`src/rtl/es_out_pkg.sv`:
```
package es_out_pkg;
  typedef enum logic [1:0] {
    PH_IDLE  = 2'd0,
    PH_SETUP = 2'd1,
    PH_LOW   = 2'd2,
    PH_HOLD  = 2'd3
  } phase_e;
endpackage

```
`src/rtl/es_out_seq.sv`:
```
module es_out_seq #(
  parameter int SETUP_CLKS = 1,
  parameter int LOW_CLKS   = 2,
  parameter int HOLD_CLKS  = 1,
  parameter int UNITS_W    = 4
) (
  input  logic               clk,
  input  logic               rst,
  input  logic               start,
  input  logic [UNITS_W-1:0] units,
  output logic               idle,
  output logic               low_next,
  output logic               unit_step,
  output logic               done
);
  import es_out_pkg::*;

  localparam int MAXC = (SETUP_CLKS > LOW_CLKS) ?
                        ((SETUP_CLKS > HOLD_CLKS) ? SETUP_CLKS : HOLD_CLKS) :
                        ((LOW_CLKS > HOLD_CLKS) ? LOW_CLKS : HOLD_CLKS);
  localparam int CW = $clog2(MAXC + 1);

  phase_e             state, state_d;
  logic [CW-1:0]      cnt, cnt_d;
  logic [UNITS_W-1:0] left, left_d;

  always_comb begin
    state_d   = state;
    cnt_d     = cnt;
    left_d    = left;
    unit_step = 1'b0;
    done      = 1'b0;
    case (state)
      PH_IDLE: begin
        if (start) begin
          state_d = PH_SETUP;
          cnt_d   = CW'(SETUP_CLKS - 1);
          left_d  = units;
        end
      end
      PH_SETUP: begin
        if (cnt == '0) begin
          state_d = PH_LOW;
          cnt_d   = CW'(LOW_CLKS - 1);
        end else begin
          cnt_d = cnt - 1'b1;
        end
      end
      PH_LOW: begin
        if (cnt == '0) begin
          state_d = PH_HOLD;
          cnt_d   = CW'(HOLD_CLKS - 1);
        end else begin
          cnt_d = cnt - 1'b1;
        end
      end
      default: begin
        if (cnt == '0) begin
          if (left == UNITS_W'(1)) begin
            state_d = PH_IDLE;
            done    = 1'b1;
          end else begin
            state_d   = PH_SETUP;
            cnt_d     = CW'(SETUP_CLKS - 1);
            left_d    = left - 1'b1;
            unit_step = 1'b1;
          end
        end else begin
          cnt_d = cnt - 1'b1;
        end
      end
    endcase
  end

  always_ff @(posedge clk) begin
    if (rst) begin
      state <= PH_IDLE;
      cnt   <= '0;
      left  <= '0;
    end else begin
      state <= state_d;
      cnt   <= cnt_d;
      left  <= left_d;
    end
  end

  assign idle     = (state == PH_IDLE);
  assign low_next = (state_d == PH_LOW);
endmodule

```
`src/rtl/es_out_rr_arb.sv`:
```
module es_out_rr_arb #(
  parameter int N = 3
) (
  input  logic         clk,
  input  logic         rst,
  input  logic [N-1:0] elig,
  input  logic         take,
  output logic [N-1:0] grant,
  output logic         any
);
  localparam int IW = (N > 1) ? $clog2(N) : 1;

  logic [IW-1:0] last;
  logic [IW-1:0] cidx;
  logic [IW-1:0] gidx;
  int            cand;

  always_comb begin
    grant = '0;
    any   = 1'b0;
    gidx  = '0;
    cidx  = '0;
    cand  = 0;
    for (int o = 1; o <= N; o++) begin
      cand = int'(last) + o;
      if (cand >= N) cand = cand - N;
      cidx = IW'(cand);
      if (!any && elig[cidx]) begin
        any         = 1'b1;
        grant[cidx] = 1'b1;
        gidx        = cidx;
      end
    end
  end

  always_ff @(posedge clk) begin
    if (rst) begin
      last <= IW'(N - 1);
    end else if (take && any) begin
      last <= gidx;
    end
  end
endmodule

```
`src/rtl/es_out_shift.sv`:
```
module es_out_shift #(
  parameter int DW = 8
) (
  input  logic          clk,
  input  logic          rst,
  input  logic          load,
  input  logic          shift,
  input  logic [DW-1:0] din,
  output logic          sdata
);
  logic [DW-1:0] sh;

  always_ff @(posedge clk) begin
    if (rst) begin
      sh    <= '0;
      sdata <= 1'b0;
    end else if (load) begin
      sdata <= din[DW-1];
      sh    <= {din[DW-2:0], 1'b0};
    end else if (shift) begin
      sdata <= sh[DW-1];
      sh    <= {sh[DW-2:0], 1'b0};
    end
  end
endmodule

```
`src/rtl/es_out_port.sv`:
```
module es_out_port #(
  parameter int N_DEST     = 3,
  parameter int DW         = 8,
  parameter int AUD_IDX    = 1,
  parameter int SETUP_CLKS = 1,
  parameter int LOW_CLKS   = 2,
  parameter int HOLD_CLKS  = 1
) (
  input  logic                 clk,
  input  logic                 rst,
  input  logic [N_DEST-1:0]    src_valid,
  input  logic [N_DEST*DW-1:0] src_data,
  input  logic [N_DEST-1:0]    src_mark,
  output logic [N_DEST-1:0]    src_pop,
  input  logic [N_DEST-1:0]    dec_req_n,
  input  logic                 aud_serial,
  output logic [DW-1:0]        vad_data,
  output logic [N_DEST-1:0]    strb_n,
  output logic                 ts_strb,
  output logic                 aud_sdata
);
  localparam int UW = $clog2(DW + 1);

  logic [N_DEST-1:0] elig, grant, dest_q;
  logic              any, start, ser_pick;
  logic              seq_idle, low_next, unit_step, done;
  logic [DW-1:0]     sel_data;
  logic              sel_mark;
  logic [UW-1:0]     units;

  assign elig  = src_valid & ~dec_req_n;
  assign start = seq_idle & any;

  es_out_rr_arb #(.N(N_DEST)) arb_i (
    .clk   (clk),
    .rst   (rst),
    .elig  (elig),
    .take  (start),
    .grant (grant),
    .any   (any)
  );

  always_comb begin
    sel_data = '0;
    sel_mark = 1'b0;
    for (int i = 0; i < N_DEST; i++) begin
      if (grant[i]) begin
        sel_data = src_data[i*DW +: DW];
        sel_mark = src_mark[i];
      end
    end
  end

  assign ser_pick = aud_serial & grant[AUD_IDX];
  assign units    = ser_pick ? UW'(DW) : UW'(1);
  assign src_pop  = start ? grant : '0;

  es_out_seq #(
    .SETUP_CLKS (SETUP_CLKS),
    .LOW_CLKS   (LOW_CLKS),
    .HOLD_CLKS  (HOLD_CLKS),
    .UNITS_W    (UW)
  ) seq_i (
    .clk       (clk),
    .rst       (rst),
    .start     (start),
    .units     (units),
    .idle      (seq_idle),
    .low_next  (low_next),
    .unit_step (unit_step),
    .done      (done)
  );

  es_out_shift #(.DW(DW)) ser_i (
    .clk   (clk),
    .rst   (rst),
    .load  (start & ser_pick),
    .shift (unit_step),
    .din   (sel_data),
    .sdata (aud_sdata)
  );

  always_ff @(posedge clk) begin
    if (rst) begin
      dest_q   <= '0;
      vad_data <= '0;
      ts_strb  <= 1'b0;
      strb_n   <= '1;
    end else begin
      if (start) begin
        dest_q  <= grant;
        ts_strb <= sel_mark;
        if (!ser_pick) vad_data <= sel_data;
      end else if (done) begin
        ts_strb <= 1'b0;
      end
      strb_n <= low_next ? ~dest_q : '1;
    end
  end
endmodule

```
`config.mk`:
```
export PLATFORM = sky130hd
export DESIGN_NAME = es_out_port
export DESIGN_NICKNAME = d
export VERILOG_FILES = /design/src/rtl/es_out_pkg.sv /design/src/rtl/es_out_seq.sv /design/src/rtl/es_out_rr_arb.sv /design/src/rtl/es_out_shift.sv /design/src/rtl/es_out_port.sv
export SDC_FILE = /design/constraint.sdc
export NUM_CORES = 1
export LEC_CHECK = 0
export BUFFER_PORTS_ARGS = -buffer_cell sky130_fd_sc_hd__clkbuf_2
export CORE_MARGIN = 3
export CORE_UTILIZATION = 30
export DETAILED_ROUTE_END_ITERATION = 10
export PLACE_DENSITY_LB_ADDON = 0.12
export SLEW_MARGIN = 0
export SYNTH_ARGS = -nofsm -noshare
export SYNTH_HDL_FRONTEND = slang
export SYNTH_SLANG_ARGS = --single-unit
```
`constraint.sdc`:
```
create_clock -name clk -period 4.25 [get_ports clk]
set_input_delay 1.0625 -clock clk [delete_from_list [all_inputs] [get_ports clk]]
set_output_delay 1.0625 -clock clk [all_outputs]
set_load 0.01 [all_outputs]
```
==> impl_metrics.json, run 1 <==
{
  "status": "finished, final reports clean",
  "antenna_cells": 0,
  "initial_utilization_pct": 31.2,
  "hold_class": "flip-flop to flip-flop",
  "ctsHoldBuffers": 0,
  "overflow": 0,
  "async_flop_share_pct": 0,
  "cts_buffers": 5,
  "yosysMostFrequentCell": "dfxtp_1",
  "drt-vias-per-instance": 5.25,
  "clk_latency_ps": 280,
  "path_delay_family": "compound AO/OA/AOI/OAI gates",
  "dr.pass1.iters": 4,
  "end_kind": "output pin",
  "slew_headroom_pct": 47.1,
  "placed_area_um2": 2370,
  "grt_util_all_layers_pct": 15.1,
  "fillers": 674,
  "grt_pass1_vias": 1827,
  "die_width_um": 87.8,
  "grt_start_max_net_pins": 24,
  "critPathKind": "flip-flop to output pin",
  "vdd_drop_max_mv": 0.220,
  "setup_viol": 0,
  "critPathBufInv": 3,
  "yosysWarnings": 0,
  "first_iter_violations": 65,
  "cts_tree": "built",
  "seq_area_frac_synth_pct": 32.9,
  "final_nets": 337,
  "clk_path_buf_depth": 2,
  "ant_nets": 0,
  "layout_setup_ws_ps": 257,
  "synthToLayoutAreaGrowth_pct": 22.0,
  "grt_first_pass_wirelength_um": 9130,
  "synth_edf_count": 0,
  "postCtsResizedCells": 0,
  "io_buffers": 51,
  "finalCritPeriodShare_pct": 94.0,
  "clock.fmax_mhz": 250,
  "hold_violations": 0,
  "dp_hpwl_um": 4200,
  "synthTopCellsByArea": "dfxtp_1 33%, ha_1 7.5%, o32ai_1 5.7%",
  "io_pins": 52,
  "p_per_area_nw_per_um2": 693,
  "place_worst_setup_slack_ps": 403,
  "cpMaxStageDelayCell": "o32ai_1",
  "skew_ps": 6.91,
  "yosys.area.top_type": "dfxtp_1",
  "place.gp.congestion": 0.825,
  "core.rowCount": 29,
  "htreeDepth": 2,
  "use_met1_pct": 20.9,
  "dieHeight_um": 87.8,
  "layout-drive-gt1-share_pct": 26.4,
  "synthCells": 232,
  "clk_pin_slew_ps": 70,
  "rsz0062_at_grt": "false",
  "cpPeakStageDelay_ps": 560,
  "wirelength_um": 5600,
  "grtUsageMet3_pct": 3.39,
  "grt_busiest_layer": "met2",
  "syn_area_um2": 2010,
  "design_area_um2": 2450,
  "cp_common_cell": "inv_1",
  "synthTopCellsByCount": "33 x dfxtp_1, 26 x nor2_1, 20 x nand2_1",
  "syn_nets": 280,
  "cts.sinks": 33,
  "crit_required_ps": 3190,
  "crit_arrival_ps": 2930,
  "ys_types": 48,
  "setup_tns_ps": 0,
  "cp_max_fo": 13,
  "maxCapViolations": 0,
  "grt_use_met2_pct": 24.0,
  "synth_ff_type": "dfxtp_1",
  "period_needed_ps": 3990,
  "coreArea_um2": 6420,
  "start_kind": "flip-flop",
  "die_area_um2": 7710,
  "num_vias": 1916,
  "post-cts-setup-buffers": 0,
  "leakagePower_nw": 1.07,
  "synth_top_area_share_pct": 32.9,
  "drc": 0,
  "finalMaxSlewViolations": 0,
  "wl_per_cell_um": 15.3,
  "root_buffer": "clkbuf_8",
  "worst_slew_pin_slew_ps": 791,
  "crit_chain": "inv_1 -> ha_1 -> nor4bb_1 -> a311oi_1 -> o32ai_1 -> or3_1 -> inv_1 -> clkbuf_2",
  "ys_seq_elements": 33,
  "syn_avg_cell_area_um2": 8.65,
  "antenna_found_initial": 0
}
## stage by stage
step | power [W] | instances | utilization [%] | hold WS (ps)
2_1_floorplan | 0.00118 | 232 | - | 358
3_3_place_gp | 0.00149 | 359 | 37.0 | 373
3_5_place_dp | 0.00149 | 359 | 37.0 | 371
4_1_cts | 0.00171 | 365 | 38.1 | 387
5_1_grt | 0.00185 | 365 | 38.1 | 410
6_report | 0.00170 | 365 | 38.1 | 384
## metal layers
metal  wire length, µm  up-vias
met3               214        2
met4                22        0
li1                  -      986
met2              2610       37
met5                 0        -
met1              2760      891
## cell usage in the layout (no fill, tap or decap), types with 4 or more instances in the layout
master / n
clkbuf_2: 51
dfxtp_1: 33
nor2_1: 26
nand2_1: 20
inv_1: 19
o32ai_1: 13
ha_1: 12
a221oi_1: 9
mux2i_1: 9
a21oi_1: 9
buf_4: 7
o21ai_0: 6
o31ai_1: 6
nor3_1: 5
clkbuf_8: 5
nand4b_1: 4
o21bai_1: 4
## worst paths after layout
check / endpoint / cells past startpoint / start / slack, ps
worst max-delay path: src_pop[0] / 8 / arb_i.last[1]$_SDFFE_PP1P_ / 260
worst min-delay path: strb_n[1]$_SDFF_PP1_ / 1 / dest_q[1]$_SDFFE_PP0P_ / 380
worst max register to register: ts_strb$_SDFFE_PP0P_ / 8 / arb_i.last[1]$_SDFFE_PP1P_ / 1070
worst min register to register: strb_n[1]$_SDFF_PP1_ / 1 / dest_q[1]$_SDFFE_PP0P_ / 380
## cell families (layout without fill, tap and decap cells)
| group | Yosys count | after routing | synth area share [%] |
|---|---|---|---|
| mux | 9 | 9 | 4.49 |
| flops | 33 | 33 | 32.9 |
| buf+inv | 27 | 83 | 5.36 |
| fa+ha+maj | 12 | 12 | 7.48 |
| compound gates | 68 | 68 | 26.3 |
| simple gates | 82 | 82 | 23.0 |
| xor+xnor | 1 | 1 | 0.436 |
## cell type report
cell class	instances	area (µm²)	area share, %
Clock inverter	1	5.00	0.204
Timing Repair Buffer	58	308	12.6
Clock buffer	5	68.8	2.81
Sequential cell	33	661	27.0
Inverter	19	71.3	2.91
Multi-Input combinational cell	172	1240	50.6
Tap cell	77	96.3	3.93
## registers in the layout, indices dropped and copies added, names as in the netlist
| signal | flops |
|---|---|
| strb_n | 3 |
| seq_i.state | 2 |
| dest_q | 3 |
| ser_i.sh | 7 |
| ts_strb | 1 |
| seq_i.cnt | 2 |
| vad_data | 8 |
| arb_i.last | 2 |
| ser_i.sdata | 1 |
| seq_i.left | 4 |
## where the power goes
part | leakage (nW) | switching, W | internal (W)
registers | 0.269 | 0.0000634 | 0.000405
clock network | 0.0399 | 0.000106 | 0.000108
logic | 0.765 | 0.000613 | 0.000401
total | 1.07 | 0.000783 | 0.000913
No activity file was read; power rests on OpenSTA's default activity.
==> inputs of run 2 (changes only) <==
Settings changed: CELL_PAD_IN_SITES_DETAIL_PLACEMENT from default to 1, CELL_PAD_IN_SITES_GLOBAL_PLACEMENT from default to 1.
==> run 2 against run 1 <==
Against the previous run: clock power grew 26%; worst hold slack lost 1.3 ps; power grew 4.6%; core utilization grew 0.45 points; clock skew shrank 5.6 ps; via count grew 4.0%; global-route usage grew 1.2 points; register-to-register slack lost 40 ps; cell area grew 1.2%; routed wire length grew 8.4%; sequential cell count is the same; critical path type unchanged; largest power group unchanged.
==> impl_metrics.json, run 2 (synthesis gave the netlist of run 1 again) <==
{
  "grt_pass1_vias": 2009,
  "place_worst_setup_slack_ps": 354,
  "min_from": "dest_q[2]$_SDFFE_PP0P_",
  "regToRegStartpoint": "arb_i.last[1]$_SDFFE_PP1P_",
  "hold_class": "flip-flop to flip-flop",
  "dr.pass1.iters": 4,
  "reg2regPathDepth": 8,
  "stdcell_count": 366,
  "final_cell_mix": "51 x clkbuf_2, 33 x dfxtp_1, 26 x nor2_1",
  "largest_reg_flops": 8,
  "io_buffers": 51,
  "finalCritPeriodShare_pct": 94.2,
  "post-cts-setup-buffers": 0,
  "antenna_found_initial": 0,
  "status": "finished, final reports clean",
  "die_width_um": 87.8,
  "r2r-end": "vad_data[0]$_SDFFE_PP0P_",
  "placed_cells": 358,
  "io_pins": 52,
  "ant_nets": 0,
  "cts.sinks": 33,
  "slew_headroom_pct": 42.3,
  "hold_path_end": "strb_n[2]$_SDFF_PP1_",
  "grt_first_pass_wirelength_um": 9940,
  "drc": 0,
  "first_iter_violations": 86,
  "final_nets": 336,
  "dieHeight_um": 87.8,
  "rrSetupSlack_ps": 1030,
  "period_needed_ps": 4000,
  "core.rowCount": 29,
  "synthToLayoutAreaGrowth_pct": 23.4,
  "start_kind": "flip-flop",
  "place.gp.congestion": 0.807,
  "wirelength_um": 6070,
  "cts_buffers": 5,
  "htreeDepth": 2,
  "clk_path_buf_depth": 2,
  "wl_per_cell_um": 16.6,
  "clk_pin_slew_ps": 70,
  "p_per_area_nw_per_um2": 716,
  "fillers": 784,
  "cts_tree": "built",
  "layout_setup_ws_ps": 249,
  "clk_latency_ps": 280,
  "crit_required_ps": 3190,
  "root_buffer": "clkbuf_8",
  "coreArea_um2": 6420,
  "layout-drive-gt1-share_pct": 27.0,
  "maxCapViolations": 0,
  "grt_start_max_net_pins": 24,
  "overflow": 0,
  "final_common_cell": "clkbuf_2",
  "drt-vias-per-instance": 5.45,
  "cp_max_fo": 13,
  "hold_violations": 0,
  "crit_arrival_ps": 2940,
  "top_regs": "vad_data x8, ser_i.sh x7, seq_i.left x4",
  "ctsHoldBuffers": 0,
  "setup_viol": 0,
  "skew_ps": 1.27,
  "whs_path_depth": 1,
  "antenna_cells": 0,
  "vdd_drop_max_mv": 0.276,
  "grt_util_all_layers_pct": 16.3,
  "num_vias": 1993,
  "regMostFlops": "vad_data",
  "die_area_um2": 7710,
  "end_kind": "output pin",
  "dp_hpwl_um": 4700,
  "worst_slew_pin_slew_ps": 864,
  "clock.fmax_mhz": 250,
  "critPathKind": "flip-flop to output pin",
  "leakagePower_nw": 1.08,
  "initial_utilization_pct": 31.2,
  "finalMaxSlewViolations": 0
}
run 2: worst max-delay path, cell delays in order, from the launching register on:
cell and delay (ps):
dfxtp_1 390, inv_1 110, ha_1 460, or4b_1 600, o211a_1 180, nor4_4 350
or2_4 280, nand2_1 100, inv_1 70, clkbuf_2 120
run 2: final cells by class:
| cell class | instances | area (µm²) | area share [%] |
|---|---|---|---|
| multi-input cells | 172 | 1250 | 50.4 |
| flip-flops and latches | 33 | 661 | 26.7 |
| repair buffers | 57 | 300 | 12.1 |
| clock buffers | 7 | 96.3 | 3.89 |
| well taps | 77 | 96.3 | 3.89 |
| inverters | 19 | 71.3 | 2.88 |
| clock inverters | 1 | 5.00 | 0.202 |
run 2: power by group:
| part | internal (W) | total, W | leakage, nW | switching, W |
|---|---|---|---|---|
| logic | 0.000401 | 0.00104 | 0.761 | 0.000636 |
| registers | 0.000404 | 0.000470 | 0.269 | 0.0000657 |
| clock network | 0.000147 | 0.000268 | 0.0542 | 0.000122 |
| total | 0.000952 | 0.00177 | 1.08 | 0.000823 |
run 2: through the flow:
| step | utilization [%] | area (µm²) | power (W) | hold slack (ps) | TNS, ps |
|---|---|---|---|---|---|
| after floorplan | - | 2010 | 0.00118 | 358 | 0 |
| after global placement | 36.9 | 2370 | 0.00150 | 370 | 0 |
| after detailed placement | 36.9 | 2370 | 0.00151 | 370 | 0 |
| after CTS | 38.4 | 2470 | 0.00178 | 387 | 0 |
| after global routing | 38.6 | 2480 | 0.00194 | 406 | -7.73 |
| final | 38.6 | 2480 | 0.00177 | 383 | 0 |
run 2: repair_timing:
| item | in CTS | in global routing |
|---|---|---|
| gates resized for setup | 0 | 2 |
| endpoints found under the hold margin | 0 | 0 |
| endpoints found under the setup margin | 0 | 2 |
run 2: how the worst max path moves through the flow:
stage	from	end	cells after the start
3_3_place_gp	dec_req_n[0]	src_pop[1]	8
5_1_grt	arb_i.last[1]$_SDFFE_PP1P_	src_pop[0]	8
4_1_cts	arb_i.last[1]$_SDFFE_PP1P_	src_pop[1]	9
2_1_floorplan	dec_req_n[0]	src_pop[0]	6
3_5_place_dp	dec_req_n[0]	src_pop[1]	8
6_report	arb_i.last[1]$_SDFFE_PP1P_	src_pop[1]	9
run 2: metal layers:
metal / vias to the layer above / wire length [µm] / share of wire (%) / GRT usage [%]
met5: - / 0 / 0 / 0
li1: 981 / - / - / -
met3: 7 / 267 / 4.4 / 3.86
met4: 0 / 67 / 1.1 / 4.18
met2: 45 / 2670 / 44 / 25.0
met1: 960 / 3070 / 51 / 23.0
